<file path="src/rtl/csrx_pkg.sv">
package csrx_pkg;
  // one serial-bit sample presented to the shift register
  typedef struct packed {
    logic strobe;  // rising serial clock edge seen this cycle
    logic value;   // data bit belonging to that edge
  } csrx_bit_t;
endpackage

</file>
<file path="src/rtl/csrx_clkgen.sv">
// Master serial clock: half period of 2^(div_sel+1) system clocks,
// idle high, low phase withheld while halt is asserted.
module csrx_clkgen #(
  parameter int DIV_W = 4
) (
  input  logic             clk,
  input  logic             rst,
  input  logic             run,
  input  logic             halt,
  input  logic [DIV_W-1:0] div_sel,
  output logic             sclk_o,
  output logic             rise_o
);
  localparam int CNT_W = (1 << DIV_W) + 1;
  localparam int SH_W  = DIV_W + 1;

  logic [SH_W-1:0]  sh_amt;
  logic [CNT_W-1:0] half_m1;
  logic [CNT_W-1:0] cnt;
  logic             at_end;

  always_comb begin
    sh_amt  = {1'b0, div_sel} + SH_W'(1);
    half_m1 = (CNT_W'(1) << sh_amt) - CNT_W'(1);
    at_end  = (cnt >= half_m1);
  end

  always_ff @(posedge clk) begin
    if (rst || !run) begin
      cnt    <= '0;
      sclk_o <= 1'b1;
      rise_o <= 1'b0;
    end else begin
      rise_o <= 1'b0;
      if (sclk_o && halt) begin
        cnt <= '0;
      end else if (at_end) begin
        cnt    <= '0;
        sclk_o <= ~sclk_o;
        rise_o <= ~sclk_o;
      end else begin
        cnt <= cnt + CNT_W'(1);
      end
    end
  end
endmodule

</file>
<file path="src/rtl/csrx_sync.sv">
// Synchronizes an external serial clock and its data, and emits a
// registered one-cycle strobe on each rising clock edge.
module csrx_sync
  import csrx_pkg::*;
#(
  parameter int STAGES = 2
) (
  input  logic      clk,
  input  logic      rst,
  input  logic      sclk_i,
  input  logic      sda_i,
  output csrx_bit_t smp_o
);
  logic [STAGES-1:0] c_pipe;
  logic [STAGES-1:0] d_pipe;
  logic              c_last;

  generate
    if (STAGES > 1) begin : g_multi
      always_ff @(posedge clk) begin
        if (rst) begin
          c_pipe <= '1;
          d_pipe <= '0;
        end else begin
          c_pipe <= {c_pipe[STAGES-2:0], sclk_i};
          d_pipe <= {d_pipe[STAGES-2:0], sda_i};
        end
      end
    end else begin : g_single
      always_ff @(posedge clk) begin
        if (rst) begin
          c_pipe <= '1;
          d_pipe <= '0;
        end else begin
          c_pipe <= sclk_i;
          d_pipe <= sda_i;
        end
      end
    end
  endgenerate

  always_ff @(posedge clk) begin
    if (rst) begin
      c_last <= 1'b1;
      smp_o  <= '0;
    end else begin
      c_last       <= c_pipe[STAGES-1];
      smp_o.strobe <= c_pipe[STAGES-1] & ~c_last;
      smp_o.value  <= d_pipe[STAGES-1];
    end
  end
endmodule

</file>
<file path="src/rtl/csrx_shifter.sv">
// LSB-first byte assembly with a bit counter and a completion pulse.
module csrx_shifter
  import csrx_pkg::*;
#(
  parameter int DATA_W = 8
) (
  input  logic              clk,
  input  logic              rst,
  input  logic              clr,
  input  csrx_bit_t         smp,
  output logic              idle_o,
  output logic              done_o,
  output logic [DATA_W-1:0] byte_o
);
  localparam int CW = $clog2(DATA_W);

  logic [CW-1:0]     cnt;
  logic [DATA_W-1:0] sh;
  logic [DATA_W-1:0] sh_next;

  assign sh_next = {smp.value, sh[DATA_W-1:1]};
  assign idle_o  = (cnt == '0);

  always_ff @(posedge clk) begin
    if (rst) begin
      cnt    <= '0;
      sh     <= '0;
      done_o <= 1'b0;
      byte_o <= '0;
    end else if (clr) begin
      cnt    <= '0;
      sh     <= '0;
      done_o <= 1'b0;
    end else begin
      done_o <= 1'b0;
      if (smp.strobe) begin
        if (cnt == CW'(DATA_W - 1)) begin
          byte_o <= sh_next;
          done_o <= 1'b1;
          cnt    <= '0;
          sh     <= '0;
        end else begin
          sh  <= sh_next;
          cnt <= cnt + CW'(1);
        end
      end
    end
  end
endmodule

</file>
<file path="src/rtl/csrx_bufctl.sv">
// Receive buffer with ready and overrun flags.
module csrx_bufctl #(
  parameter int DATA_W = 8
) (
  input  logic              clk,
  input  logic              rst,
  input  logic              done,
  input  logic [DATA_W-1:0] byte_i,
  input  logic              rd,
  input  logic              ovr_clr,
  output logic [DATA_W-1:0] data_o,
  output logic              ready_o,
  output logic              ovr_o
);
  always_ff @(posedge clk) begin
    if (rst) begin
      data_o  <= '0;
      ready_o <= 1'b0;
      ovr_o   <= 1'b0;
    end else begin
      if (ovr_clr) ovr_o <= 1'b0;
      if (done) begin
        if (ready_o && !rd) begin
          ovr_o <= 1'b1;
        end else begin
          data_o  <= byte_i;
          ready_o <= 1'b1;
        end
      end else if (rd) begin
        ready_o <= 1'b0;
      end
    end
  end
endmodule

</file>
<file path="src/rtl/csync_rx.sv">
module csync_rx
  import csrx_pkg::*;
#(
  parameter int DATA_W      = 8,
  parameter int DIV_W       = 4,
  parameter int SYNC_STAGES = 2
) (
  input  logic              clk,
  input  logic              rst,
  input  logic              enable,
  input  logic              master,
  input  logic              rx_disable,
  input  logic [DIV_W-1:0]  div_sel,
  input  logic              rd_strobe,
  input  logic              ovr_clr,
  input  logic              sclk_in,
  input  logic              sda_in,
  output logic              sclk_out,
  output logic              sclk_oe,
  output logic [DATA_W-1:0] rx_data,
  output logic              data_ready,
  output logic              overrun
);
  logic              run;
  logic              halt;
  logic              idle;
  logic              m_rise;
  logic              done;
  logic [DATA_W-1:0] byte_w;
  csrx_bit_t         s_smp;
  csrx_bit_t         smp;

  assign run  = enable & master;
  assign halt = rx_disable & idle;

  always_comb begin
    if (master) begin
      smp.strobe = m_rise;
      smp.value  = sda_in;
    end else begin
      smp = s_smp;
    end
  end

  always_ff @(posedge clk) begin
    if (rst) sclk_oe <= 1'b0;
    else     sclk_oe <= run;
  end

  csrx_clkgen #(.DIV_W(DIV_W)) u_clkgen (
    .clk(clk), .rst(rst), .run(run), .halt(halt),
    .div_sel(div_sel), .sclk_o(sclk_out), .rise_o(m_rise)
  );

  csrx_sync #(.STAGES(SYNC_STAGES)) u_sync (
    .clk(clk), .rst(rst), .sclk_i(sclk_in), .sda_i(sda_in), .smp_o(s_smp)
  );

  csrx_shifter #(.DATA_W(DATA_W)) u_shift (
    .clk(clk), .rst(rst), .clr(!enable), .smp(smp),
    .idle_o(idle), .done_o(done), .byte_o(byte_w)
  );

  csrx_bufctl #(.DATA_W(DATA_W)) u_buf (
    .clk(clk), .rst(rst), .done(done), .byte_i(byte_w),
    .rd(rd_strobe), .ovr_clr(ovr_clr),
    .data_o(rx_data), .ready_o(data_ready), .ovr_o(overrun)
  );
endmodule

</file>
<file path="config.mk">
export PLATFORM = sky130hd
export DESIGN_NAME = csync_rx
export DESIGN_NICKNAME = d
export VERILOG_FILES = /design/src/rtl/csrx_pkg.sv /design/src/rtl/csrx_clkgen.sv /design/src/rtl/csrx_sync.sv /design/src/rtl/csrx_shifter.sv /design/src/rtl/csrx_bufctl.sv /design/src/rtl/csync_rx.sv
export SDC_FILE = /design/constraint.sdc
export NUM_CORES = 1
export LEC_CHECK = 0
export ABC_AREA = 1
export BUFFER_PORTS_ARGS = -buffer_cell sky130_fd_sc_hd__buf_2
export CELL_PAD_IN_SITES_DETAIL_PLACEMENT = 0
export CELL_PAD_IN_SITES_GLOBAL_PLACEMENT = 1
export CORE_MARGIN = 5
export CORE_UTILIZATION = 47
export DETAILED_ROUTE_END_ITERATION = 8
export GPL_ROUTABILITY_DRIVEN = 1
export HOLD_SLACK_MARGIN = 0.15
export PLACE_DENSITY = 0.95
export SYNTH_ARGS = -nofsm -noshare
export SYNTH_HDL_FRONTEND = slang
export SYNTH_SLANG_ARGS = --single-unit
</file>
<file path="constraint.sdc">
create_clock -name clk -period 4.1 [get_ports clk]
set_clock_uncertainty 0.15 [all_clocks]
set_input_delay 0.82 -clock clk [delete_from_list [all_inputs] [get_ports clk]]
set_output_delay 0.82 -clock clk [all_outputs]
set_load 0.02 [all_outputs]
</file>
* Word-level counts from Yosys, hierarchy flattened
Index checks and enable logic that the tools add are counted.
** Operators by class
- Magnitude comparators :: 1
- Add/sub/neg operators :: 4
- Equality and inequality tests :: 2
- Mux-type cells :: 10
- Reduce and logical (&&, ||, !) cells :: 15
- Shift-type cells :: 1
- $mul :: 0
- Bitwise operators :: 10
- Divide/modulo/power cells :: 0
** Operators with widths (count)
- $add A17 B1 Y17 const B :: 1
- $ge A17 B17 Y1 :: 1
- $shl A1 B5 Y17 const A :: 1
- $sub A17 B2 Y17 const B :: 1
- $reduce_or A3 Y1 :: 3
- $mux W8 :: 1
- $mux W1 :: 7
- $not A1 Y1 :: 7
- $reduce_and A2 Y1 :: 3
- $add A4 B1 Y5 const B :: 1
- $add A3 B1 Y3 const B :: 1
- $and A1 B1 Y1 :: 3
- $eq A3 B3 Y1 const B :: 1
- $logic_not A3 Y1 :: 1
- $mux W3 :: 1
- $reduce_and A3 Y1 :: 1
- $logic_and A1 B1 Y1 :: 2
- $logic_not A1 Y1 :: 2
- $mux W2 :: 1
- $ne A2 B2 Y1 const B :: 1
- $reduce_bool A2 Y1 :: 1
- $reduce_or A2 Y1 :: 1
- $logic_or A1 B1 Y1 :: 1
** Storage, ports and cells
- Latch bits :: 0
- Memories kept :: 0
- Flip-flop bits (word level) :: 57
- ROM bits :: 0
- Bits in writable memories :: 0

* Depth between registers and ports, before layout
Gate-level depths: netlist of run 1.
- Word-level depth :: 6
- Gate-level depth with buffers :: 24
- Depth with buffers taken out :: 23

* Cells and area by module
A second synthesis of run 1 with hierarchy kept.
** Unflattened totals
- Cell total of the unflattened synthesis :: 480
- Area, all modules :: 3319.4 sq um
** By module, submodules not included
- csrx_clkgen :: sequential area each 380.4 sq um, cells an instance 277, times used 1, area an instance 1821.7 sq um
- csrx_shifter :: sequential area each 380.4 sq um, cells an instance 106, times used 1, area an instance 778.2 sq um
- csrx_bufctl :: sequential area each 200.2 sq um, cells an instance 64, times used 1, area an instance 460.4 sq um
- csrx_sync :: sequential area each 140.1 sq um, cells an instance 19, times used 1, area an instance 190.2 sq um
- csync_rx :: sequential area each 20.0 sq um, cells an instance 14, times used 1, area an instance 68.8 sq um

* Worst setup path before layout of run 1
OpenSTA, ideal clock, no wires.
- Kind :: input -> register
- Start :: in div_sel[2]
- End :: reg u_clkgen.cnt[0]
- Data arrival time :: 2.922 ns
- Data required time :: 3.886 ns
- Setup time :: 0.064 ns
- Path slack :: 0.964 ns
- Stages :: 18
- Buffers on the path :: 2
- Cell sequence :: buf_4 -> nor2_2 -> nand2_1 -> ha_1 -> nand3_1 -> nor2_1 -> inv_2 -> nor2_2 -> o21ai_1 -> inv_1 -> ha_1 -> a21o_1 -> nor2_1 -> nand2_1 -> nor2_2 -> nand4_4 -> buf_6 -> nor2_1
** Between the ends
- Cells in the longest elaborated chain, start to end :: 5
** Ends and longest elaborated chain
- from (decl) :: RTL line csync_rx.sv:13 : input logic [DIV_W-1:0] div_sel,
- $add A4 B1 Y5 :: RTL line csrx_clkgen.sv:23 : sh_amt = {1'b0, div_sel} + SH_W'(1);
- $shl A1 B5 Y17 :: RTL line csrx_clkgen.sv:24 : half_m1 = (CNT_W'(1) << sh_amt) - CNT_W'(1);
- $sub A17 B2 Y17 :: RTL line csrx_clkgen.sv:24
- $ge A17 B17 Y1 :: RTL line csrx_clkgen.sv:25 : at_end = (cnt >= half_m1);
- $reduce_or A3 Y1 (no source line)
- to (signal assigned) :: RTL line csrx_clkgen.sv:42 : cnt <= cnt + CNT_W'(1);
- to (decl) :: RTL line csrx_clkgen.sv:19 : logic [CNT_W-1:0] cnt;
No other way between the ends.
A chain may end at the register's enable or synchronous reset.

* Worst setup path after layout of run 1
- Start :: in div_sel[0]
- End :: reg u_clkgen.cnt[16]
The elaborated chain is that of the path after synthesis.

==> out/metrics.csv, run 1 <==
stage;metric;value;unit
sta;final count of negative-setup-slack endpoints;0;
power;Pleak;1.46;nW
clocking;post-CTS setup buffer count;0;
clocking;CTS Root Cell;clkbuf_8;
global_routing;number of global-route vias before repair;2286;
setup_path;R2R depth;10;
sta;fmax;0.323;GHz
placement;worst slack, placed;0.651;ns
global_routing;GRT Overall Usage;0.151;
final_layout;most frequent cells in the layout;91 x nor2_1, 65 x nand2_1, 56 x dfxtp_1, 45 x inv_1, 24 x buf_2;
floorplanning;IO Count;25;
detailed_routing;Antenna Nets Post-Route;0;
detailed_routing;DRC viols;0;
detailed_routing;Vias/cell;4.89;
outcome;outcome;finished clean;
sta;Max-Slew Margin vs Limit;0.653;
floorplanning;DIE HEIGHT;87.9;um
power;Tot Pwr;967;uW
detailed_routing;final WL;5.28;mm
hold_path;WHS Path Cells;2;
final_layout;final net count;443;
sta;setup ws final;1.00;ns
final_layout;Multi-input gate area;1500;um2
detailed_routing;Pre-Repair DR Iteration Count;5;
placement;GPL Wtd Cong;0.884;
setup_path;CP required;4.19;ns
final_layout;final instance area;3130;um2
final_layout;# diodes;0;
yosys;ys async rst share;0;
clocking;Sink Count;56;
clocking;Post-CTS Resized;0;
clocking;clk_lat worst skew;0.30;ns
global_routing;gr ovfl total;0;
yosys;Synth Flop Type;dfxtp_1;
sta;fin crit period;3.10;ns
sta;part of the cycle the worst path needs;0.756;
floorplanning;initial core utilization;0.481;
power;pwr dens;309;nW/um2
final_layout;Fill cells;572;
clocking;Hold-fix buffers, CTS;0;
setup_path;crit path max fanout;17;
clocking;Num CTS Buffers;5;
clocking;CTS tree;done;
global_routing;largest net degree at the start of global routing;19;
clocking;CTS max path bufs;2;
power;maximum VDD drop;0.248;mV
yosys;flops & latches, synth;56;
setup_path;r2r setup slk;2.24;ns
sta;final hold vios;0;
yosys;Synth cell types;35;
clocking;H-tree levels;2;
final_layout;fin cells;484;
detailed_routing;Vias;2365;
placement;hpwl dp;4.19;mm
final_layout;Reg area;1120;um2
placement;placed inst area;3020;um2
yosys;Mapped Cells;383;
global_routing;global-route wire length before repair;9.45;mm
yosys;sequential share of the synthesized area;0.394;
detailed_routing;Routed WL per cell;10.9;um
yosys;Synthesis Warnings;0;
floorplanning;core area;5920;um2
sta;Max Slew Vio Count;0;
hold_path;Hold Crit Class;flip-flop to flip-flop;
floorplanning;cell row count;28;
clocking;CTS clk-pin slew, worst paths;0.09;ns
sta;sum of negative setup slack;0;ns
setup_path;CP Class;input pin to flip-flop;
placement;port bufs;24;
final_layout;commonest non-fill, non-tap cell in the layout;nor2_1;
placement;placed cells;476;
setup_path;CP endpoint kind;flip-flop;
yosys;Mean Syn Cell Area;7.44;um2
run;Max-Cap Viols;0;
setup_path;CP Launch Type;input pin;
sta;worst slew pin tran;0.519;ns
floorplanning;Die W;87.9;um
floorplanning;die footprint;7720;um2
yosys;Mapped Area;2850;um2
global_routing;initial antenna violation count;0;
detailed_routing;Initial DRC Count;99;
setup_path;Worst EP arrival;3.19;ns
yosys;Post-synth EDFFs;0;
final_layout;layout cell share with drive strength beyond 1;0.125;
final_layout;Layout Area Growth over Synthesis;9.79;%
sta;RSZ-0062 raised after global routing;no;
## routing by layer
metal	vias to the layer above	share of wire	GRT usage
met5	-	0	0
met4	0	0.020	0.0474
met3	10	0.047	0.0254
met2	50	0.47	0.260
met1	1057	0.47	0.194
li1	1248	-	-
## path summary, 6_finish.rpt
path                     from               end
max                div_sel[0]  u_clkgen.cnt[16]
min          u_sync.d_pipe[1]   u_sync.smp_o[0]
max reg2reg  u_clkgen.cnt[12]  u_clkgen.cnt[16]
min reg2reg  u_sync.d_pipe[1]   u_sync.smp_o[0]
## cell type report
class | instances | area share
Clock inverter | 3 | 0.0136
Tap cell | 75 | 0.0300
Sequential cell | 56 | 0.358
Timing Repair Buffer | 24 | 0.0384
Inverter | 47 | 0.0568
Clock buffer | 5 | 0.0220
Multi-Input combinational cell | 274 | 0.481
## state kept, by name (all words and copies together) (netlist names)
register / count
u_clkgen.cnt: 17
u_buf.data_o: 8
u_shift.byte_o: 8
u_shift.sh: 7
u_shift.cnt: 3
u_sync.c_pipe: 2
u_sync.d_pipe: 2
u_sync.smp_o: 2
sclk_oe: 1
u_buf.ovr_o: 1
u_buf.ready_o: 1
u_clkgen.rise_o: 1
u_clkgen.sclk_o: 1
u_shift.done_o: 1
u_sync.c_last: 1
## power by group
| group | switching (mW) | internal [mW] | total, mW |
|---|---|---|---|
| logic | 0.0463 | 0.0238 | 0.0701 |
| clock network | 0.168 | 0.181 | 0.349 |
| registers | 0.00110 | 0.547 | 0.548 |
## cell usage after synthesis, types with 2 or more instances
cell type | count | area share
nand2_2 | 2 | 0.0044
buf_4 | 2 | 0.0053
a21o_1 | 2 | 0.0053
xnor2_1 | 4 | 0.012
nor2_2 | 6 | 0.013
a21oi_1 | 11 | 0.019
dfxtp_1 | 56 | 0.39
nor3_2 | 2 | 0.0070
nor2_4 | 2 | 0.0079
xor2_1 | 12 | 0.037
a211oi_1 | 2 | 0.0053
a22oi_1 | 7 | 0.018
ha_1 | 22 | 0.097
nor3_1 | 2 | 0.0035
o21ai_0 | 18 | 0.032
nand3_1 | 11 | 0.019
nand2_1 | 65 | 0.086
or2_2 | 2 | 0.0044
inv_1 | 45 | 0.059
nand4_1 | 4 | 0.0088
nor2_1 | 91 | 0.12
buf_6 | 2 | 0.0079
## through the flow
stage / hold slack [ns] / util
finish: 0.259 / 0.528
global route: 0.287 / 0.528
CTS: 0.262 / 0.528
detailed placement: 0.245 / 0.510
global placement: 0.233 / 0.510
floorplan: 0.223 / -
## cells by family (layout without fill, tap and decap cells)
group	count (synthesis)	after routing	share of synthesized area
flops	56	56	0.394
simple gates	192	192	0.296
compound gates	42	42	0.0839
buf+inv	54	79	0.0799
fa+ha+maj	22	22	0.0966
other cells	1	2	0.00132
xor+xnor	16	16	0.0492
## critical path: stages
cell and delay, ns:
buf_2 0.12, nor2_1 0.22, nand2_1 0.10, ha_1 0.22, nand3_1 0.10, nor2_1 0.05
inv_2 0.08, nor2_2 0.06, o21ai_1 0.12, inv_1 0.06, ha_1 0.29, a21o_1 0.18
nor2_1 0.10, nand2_1 0.07, nor2_2 0.16, nand4_4 0.25, nor2_2 0.17
Power figures use the tool's default switching activity.
==> run 2: changes to the inputs <==
- CORE_UTILIZATION: 47 -> 43
- PLACE_DENSITY: 0.95 -> 0.88
- clock period: 4.1 -> 2.97 ns (I/O delays scaled with it)
==> out/metrics.csv, run 2 (synthesis results as in run 1) <==
stage;metric;value;unit;change
outcome;outcome;finished clean;;
power;pwr dens;400;nW/um2;+30%
sta;Max Slew Vio Count;0;;unchanged
setup_path;CP Class;input pin to flip-flop;;
final_layout;# diodes;0;;unchanged
setup_path;CP Launch Type;input pin;;
setup_path;crit-path max cell delay;0.27;ns;-0.02 ns
setup_path;Worst R2R Start;u_clkgen.cnt[12];;
floorplanning;core area;6390;um2;+7.9%
power;clock power share;0.331;;-0.030
power;Pint;974;uW;+30%
setup_path;CP endpoint kind;flip-flop;;
power;maximum VDD drop;0.365;mV;+47%
final_layout;most frequent cells in the layout;89 x nor2_1, 65 x nand2_1, 56 x dfxtp_1, 45 x inv_1, 24 x buf_2;;
setup_path;Cell Chain, Critical Path;buf_2 -> nor2_2 -> nand2_1 -> ha_1 -> nand3_1 -> nor2_1 -> inv_2 -> buf_4 -> nor2_1 -> a21oi_1 -> ha_1 -> a21oi_1 -> nor2_1 -> nor2_1 -> nand2_1 -> nand2_1 -> nand4_2 -> nor2_1;;
clocking;Hold-fix buffers, CTS;0;;unchanged
clocking;CTS tree;done;;
floorplanning;initial core utilization;0.446;;-0.0351
setup_path;worst setup path end;u_clkgen.cnt[8];;
floorplanning;die footprint;8350;um2;+8.2%
clocking;Num CTS Buffers;5;;unchanged
detailed_routing;final WL;5.46;mm;+3.5%
power;part of the power in registers;0.582;;+0.015
power;Logic pwr share;0.088;;+0.016
setup_path;reg-to-reg endpoint;u_clkgen.sclk_o;;
floorplanning;Die W;91.4;um;+4.0%
final_layout;layout cell share with drive strength beyond 1;0.162;;+0.0377
clocking;Sink Count;56;;unchanged
final_layout;Fill cells;665;;+16%
setup_path;cell mode on critical path;nor2_1;;
global_routing;global-route wire length before repair;9.48;mm;+0.29%
placement;port bufs;24;;unchanged
final_layout;commonest non-fill, non-tap cell in the layout;nor2_1;;
floorplanning;DIE HEIGHT;91.4;um;+4.0%
hold_path;WHS Path Cells;1;;-1
placement;GPL Wtd Cong;0.831;;-6.0%
detailed_routing;Pre-Repair DR Iteration Count;4;;-1
detailed_routing;Vias/cell;4.75;;-2.8%
global_routing;number of global-route vias before repair;2192;;-4.1%
setup_path;Worst setup startpoint;div_sel[2];;
floorplanning;IO Count;25;;unchanged
floorplanning;cell row count;29;;+3.6%
sta;worst slew pin tran;0.499;ns;-0.0201 ns
global_routing;largest net degree at the start of global routing;20;;+1
detailed_routing;Initial DRC Count;76;;-23%
run;Max-Cap Viols;0;;unchanged
final_layout;Top reg by flops;u_clkgen.cnt;;
sta;part of the cycle the worst path needs;0.922;;
sta;fin crit period;2.74;ns;
setup_path;R2R depth;13;;+3
clocking;clk_lat worst skew;0.31;ns;about the same
sta;final hold vios;0;;unchanged
detailed_routing;Antenna Nets Post-Route;0;;unchanged
setup_path;CP required;3.06;ns;-1.13 ns
clocking;CTS max path bufs;2;;unchanged
detailed_routing;Routed WL per cell;10.9;um;-0.24%
final_layout;Top Registers;u_clkgen.cnt x17, u_buf.data_o x8, u_shift.byte_o x8;;
global_routing;GRT Overall Usage;0.134;;-0.0175
final_layout;final instance area;3250;um2;+3.8%
clocking;H-tree levels;2;;unchanged
power;Pleak;1.54;nW;+5.3%
setup_path;Slowest cell on crit path;ha_1;;
global_routing;initial antenna violation count;0;;unchanged
final_layout;Layout Area Growth over Synthesis;14.0;%;
placement;hpwl dp;4.29;mm;+2.4%
sta;final count of negative-setup-slack endpoints;0;;unchanged
clocking;CTS clk-pin slew, worst paths;0.10;ns;about the same
detailed_routing;Vias;2385;;+0.85%
setup_path;crit path max fanout;8;;-9
setup_path;r2r setup slk;1.12;ns;-1.12 ns
detailed_routing;DRC viols;0;;unchanged
power;Tot Pwr;1.30;mW;+35%
global_routing;gr ovfl total;0;;unchanged
placement;placed inst area;3130;um2;+3.8%
setup_path;Worst EP arrival;2.83;ns;-0.36 ns
final_layout;max reg flops;17;;unchanged
sta;Max-Slew Margin vs Limit;0.666;;+0.0134
clocking;CTS Root Cell;clkbuf_8;;
hold_path;Hold Crit Class;flip-flop to flip-flop;;
power;Sw Share;0.251;;+0.0284
final_layout;final net count;459;;+3.6%
sta;fmax;0.365;GHz;
power;P_sw;327;uW;+52%
[run 2: cell types whose count changed in the layout (fill, tap and decap cells not counted), sizes merged]
cell    change
nand4       +1
buf        +15
clkinv      -1
inv         +2
bufinv      -1
[run 2: area by class of cell]
type	instances	area, um2	share of cell area
repair buffers	39	233	0.0716
clock buffers	5	68.8	0.0212
flip-flops and latches	56	1120	0.345
multi-input cells	275	1530	0.470
clock inverters	3	25.0	0.00770
well taps	77	96.3	0.0297
inverters	47	178	0.0547
[run 2: worst min path at each step]
| stage | slack, ns | endpoint | startpoint |
|---|---|---|---|
| floorplan | 0.22 | u_sync.smp_o[1] | u_sync.c_last |
| global placement | 0.23 | u_sync.smp_o[1] | u_sync.c_last |
| detailed placement | 0.24 | u_sync.smp_o[1] | u_sync.c_last |
| CTS | 0.25 | u_sync.smp_o[1] | u_sync.c_last |
| global route | 0.26 | u_sync.smp_o[1] | u_sync.c_last |
| finish | 0.25 | u_sync.smp_o[1] | u_sync.c_last |
[run 2: power by group through the flow]
stage	registers, mW	clock network [mW]	logic [mW]
after global routing	0.757	0.485	0.131
final	0.756	0.430	0.114
after detailed placement	0.774	0	0.113
after floorplan	0.774	0	0.0736
after global placement	0.774	0	0.111
after CTS	0.756	0.444	0.114
[run 2: per-layer routing]
metal	share of wire	GRT usage	vias to the layer above
met2	0.48	0.229	26
li1	-	-	1292
met5	0	0	-
met3	0.033	0.0289	2
met1	0.48	0.175	1065
met4	0.0044	0.0257	0
[run 2: timing repair]
item	in CTS	in global routing
hold endpoints to repair	0	0
resized for setup	0	3
endpoints found under the setup margin	0	14
setup buffers	0	0
[run 2: critical path, delay by kind of cell]
family	cells	cell delay, ns
and+or+nand+nor	11	1.17
buffers and inverters	3	0.29
adders and majority gates	2	0.48
AOI/OAI and AO/OA	2	0.29
[run 2: through the flow]
step	setup TNS [ns]	util	worst slack [ns]	hold slack [ns]	instances
after detailed placement	-2.14	0.490	-0.132	0.238	493
after CTS	0	0.505	0.181	0.251	501
after floorplan	0	-	0.0602	0.223	384
final	0	0.509	0.233	0.248	502
after global routing	-0.0179	0.509	-0.0108	0.262	502
after global placement	-1.49	0.490	-0.0907	0.233	493
==> run 3: changes to the inputs <==
- REMOVE_ABC_BUFFERS: not set -> 1
==> out/metrics.csv, run 3 (synthesis results as in run 1) <==
stage;metric;value;unit;change
detailed_routing;final WL;5.73;mm;+4.9%
clocking;clk_lat worst skew;0.32;ns;about the same
clocking;CTS max path bufs;2;;unchanged
final_layout;Layout Area Growth over Synthesis;14.2;%;
final_layout;fin cells;502;;unchanged
sta;final count of negative-setup-slack endpoints;0;;unchanged
placement;GPL Wtd Cong;0.830;;-0.12%
setup_path;R2R depth;13;;unchanged
global_routing;number of global-route vias before repair;2316;;+5.7%
final_layout;final net count;459;;unchanged
clocking;Sink Count;56;;unchanged
placement;placed cells;493;;unchanged
final_layout;commonest non-fill, non-tap cell in the layout;nor2_1;;
global_routing;global-route wire length before repair;10.1;mm;+6.6%
detailed_routing;Routed WL per cell;11.4;um;+4.9%
run;Max-Cap Viols;0;;unchanged
power;Tot Pwr;1.33;mW;+1.9%
setup_path;Cell Chain, Critical Path;buf_2 -> nor2_2 -> nand2_1 -> ha_1 -> nand3_1 -> nor2_1 -> inv_2 -> nor2_2 -> o21ai_1 -> inv_1 -> ha_1 -> a21o_1 -> nor2_1 -> nand2_1 -> nor2_2 -> nand2_1 -> nand2_1 -> nand2_1 -> inv_1 -> nand2_1;;
floorplanning;die footprint;8350;um2;unchanged
setup_path;Worst setup startpoint;div_sel[2];;
setup_path;reg-to-reg endpoint;u_clkgen.sclk_o;;
floorplanning;IO Count;25;;unchanged
power;maximum VDD drop;0.242;mV;-34%
placement;placed inst area;3130;um2;unchanged
floorplanning;initial core utilization;0.446;;unchanged
setup_path;CP Launch Type;input pin;;
sta;fmax;0.369;GHz;+0.90%
global_routing;initial antenna violation count;0;;unchanged
setup_path;r2r setup slk;1.14;ns;+0.02 ns
final_layout;Core Util, Final;0.510;;+0.000979
detailed_routing;Antenna Nets Post-Route;0;;unchanged
final_layout;most frequent cells in the layout;91 x nor2_1, 65 x nand2_1, 56 x dfxtp_1, 45 x inv_1, 24 x buf_2;;
hold_path;Hold Crit Class;flip-flop to flip-flop;;
sta;Max Slew Vio Count;0;;unchanged
final_layout;final instance area;3250;um2;+0.19%
clocking;CTS clk-pin slew, worst paths;0.11;ns;about the same
setup_path;crit path max fanout;4;;-4
hold_path;hold wc startpoint;u_sync.c_last;;
sta;sum of negative setup slack;0;ns;unchanged
setup_path;CP Class;input pin to flip-flop;;
global_routing;gr ovfl total;0;;unchanged
placement;worst slack, placed;-0.135;ns;-0.00307 ns
sta;part of the cycle the worst path needs;0.913;;-0.00823
setup_path;Slowest cell on crit path;ha_1;;
placement;port bufs;24;;unchanged
floorplanning;cell row count;29;;unchanged
final_layout;Top Registers;u_clkgen.cnt x17, u_buf.data_o x8, u_shift.byte_o x8;;
setup_path;CP required;3.04;ns;-0.02 ns
clocking;Num CTS Buffers;5;;unchanged
setup_path;crit-path max cell delay;0.29;ns;+0.02 ns
sta;final hold vios;0;;unchanged
outcome;outcome;finished clean;;
detailed_routing;Initial DRC Count;89;;+17%
sta;fin crit period;2.71;ns;-0.0244 ns
final_layout;layout cell share with drive strength beyond 1;0.158;;-0.00471
detailed_routing;Vias;2458;;+3.1%
setup_path;Worst R2R Start;u_clkgen.cnt[12];;
floorplanning;Die W;91.4;um;unchanged
sta;Max-Slew Margin vs Limit;0.578;;-0.0878
clocking;H-tree levels;2;;unchanged
global_routing;largest net degree at the start of global routing;21;;+5.0%
global_routing;GRT Overall Usage;0.144;;+0.00993
sta;hold slack;0.244;ns;-0.00349 ns
sta;worst slew pin tran;0.630;ns;+0.131 ns
setup_path;CP endpoint kind;flip-flop;;
sta;setup ws final;0.257;ns;+0.0244 ns
setup_path;cell mode on critical path;nand2_1;;
final_layout;Top reg by flops;u_clkgen.cnt;;
detailed_routing;DRC viols;0;;unchanged
power;pwr dens;407;nW/um2;+1.7%
floorplanning;DIE HEIGHT;91.4;um;unchanged
hold_path;Hold EP;u_sync.smp_o[1];;
power;Pleak;1.54;nW;+0.12%
floorplanning;core area;6390;um2;unchanged
detailed_routing;Vias/cell;4.90;;+3.1%
hold_path;WHS Path Cells;1;;unchanged
setup_path;Worst EP arrival;2.78;ns;-0.05 ns
final_layout;# diodes;0;;unchanged
clocking;CTS Root Cell;clkbuf_8;;
final_layout;max reg flops;17;;unchanged
placement;hpwl dp;4.46;mm;+4.0%
clocking;CTS tree;done;;
detailed_routing;Pre-Repair DR Iteration Count;4;;unchanged
-- run 3: cell count changes in the layout (fill, tap and decap cells not counted) --
cell and change:
nand4_2 -1, clkinv_4 +1, inv_6 -1, nor2_1 +2
buf_12 +1, clkinv_8 +1, nor2_4 -1, clkinvlp_4 -1
nor2_2 -1
-- run 3: area by class of cell --
cell class / count / area, um2
clock inverters: 3 / 33.8
well taps: 77 / 96.3
fillers: 654 / 3130
repair buffers: 40 / 253
clock buffers: 5 / 68.8
inverters: 47 / 178
flip-flops and latches: 56 / 1120
multi-input cells: 274 / 1500
-- run 3: how the worst max path moves through the flow --
stage                        to  depth (start not counted)  slack (ns)
4_1_cts         u_clkgen.cnt[1]                         17        0.18
3_5_place_dp    u_clkgen.cnt[1]                         17       -0.13
6_report        u_clkgen.sclk_o                         20        0.26
5_1_grt         u_clkgen.rise_o                         20       -0.01
2_1_floorplan  u_clkgen.cnt[16]                         16        0.20
3_3_place_gp    u_clkgen.cnt[2]                         17       -0.07
-- run 3: repair_timing --
action                     4_1_cts  5_1_grt
buffers inserted                 0        1
hold buffers                     0        0
setup endpoints to repair        0       13
resized for setup                0        0
-- run 3: power by group --
group / internal (mW) / switching, mW / total (mW)
sequential: 0.755 / 0.00146 / 0.757
combinational: 0.0474 / 0.0677 / 0.115
clock: 0.178 / 0.275 / 0.453
total: 0.981 / 0.344 / 1.33
-- run 3: layer usage --
metal / GRT usage / part of all wire / vias up
met2: 0.251 / 0.50 / 26
met4: 0.0416 / 0.012 / 0
li1: - / - / 1286
met3: 0.0306 / 0.030 / 7
met5: 0 / 0 / -
met1: 0.177 / 0.46 / 1139
-- run 3: critical path, delay by kind of cell --
kind,cells,cell delay [ns]
buffers and inverters,4,0.29
AOI/OAI and AO/OA,2,0.30
and+or+nand+nor,12,1.10
adders and majority gates,2,0.50
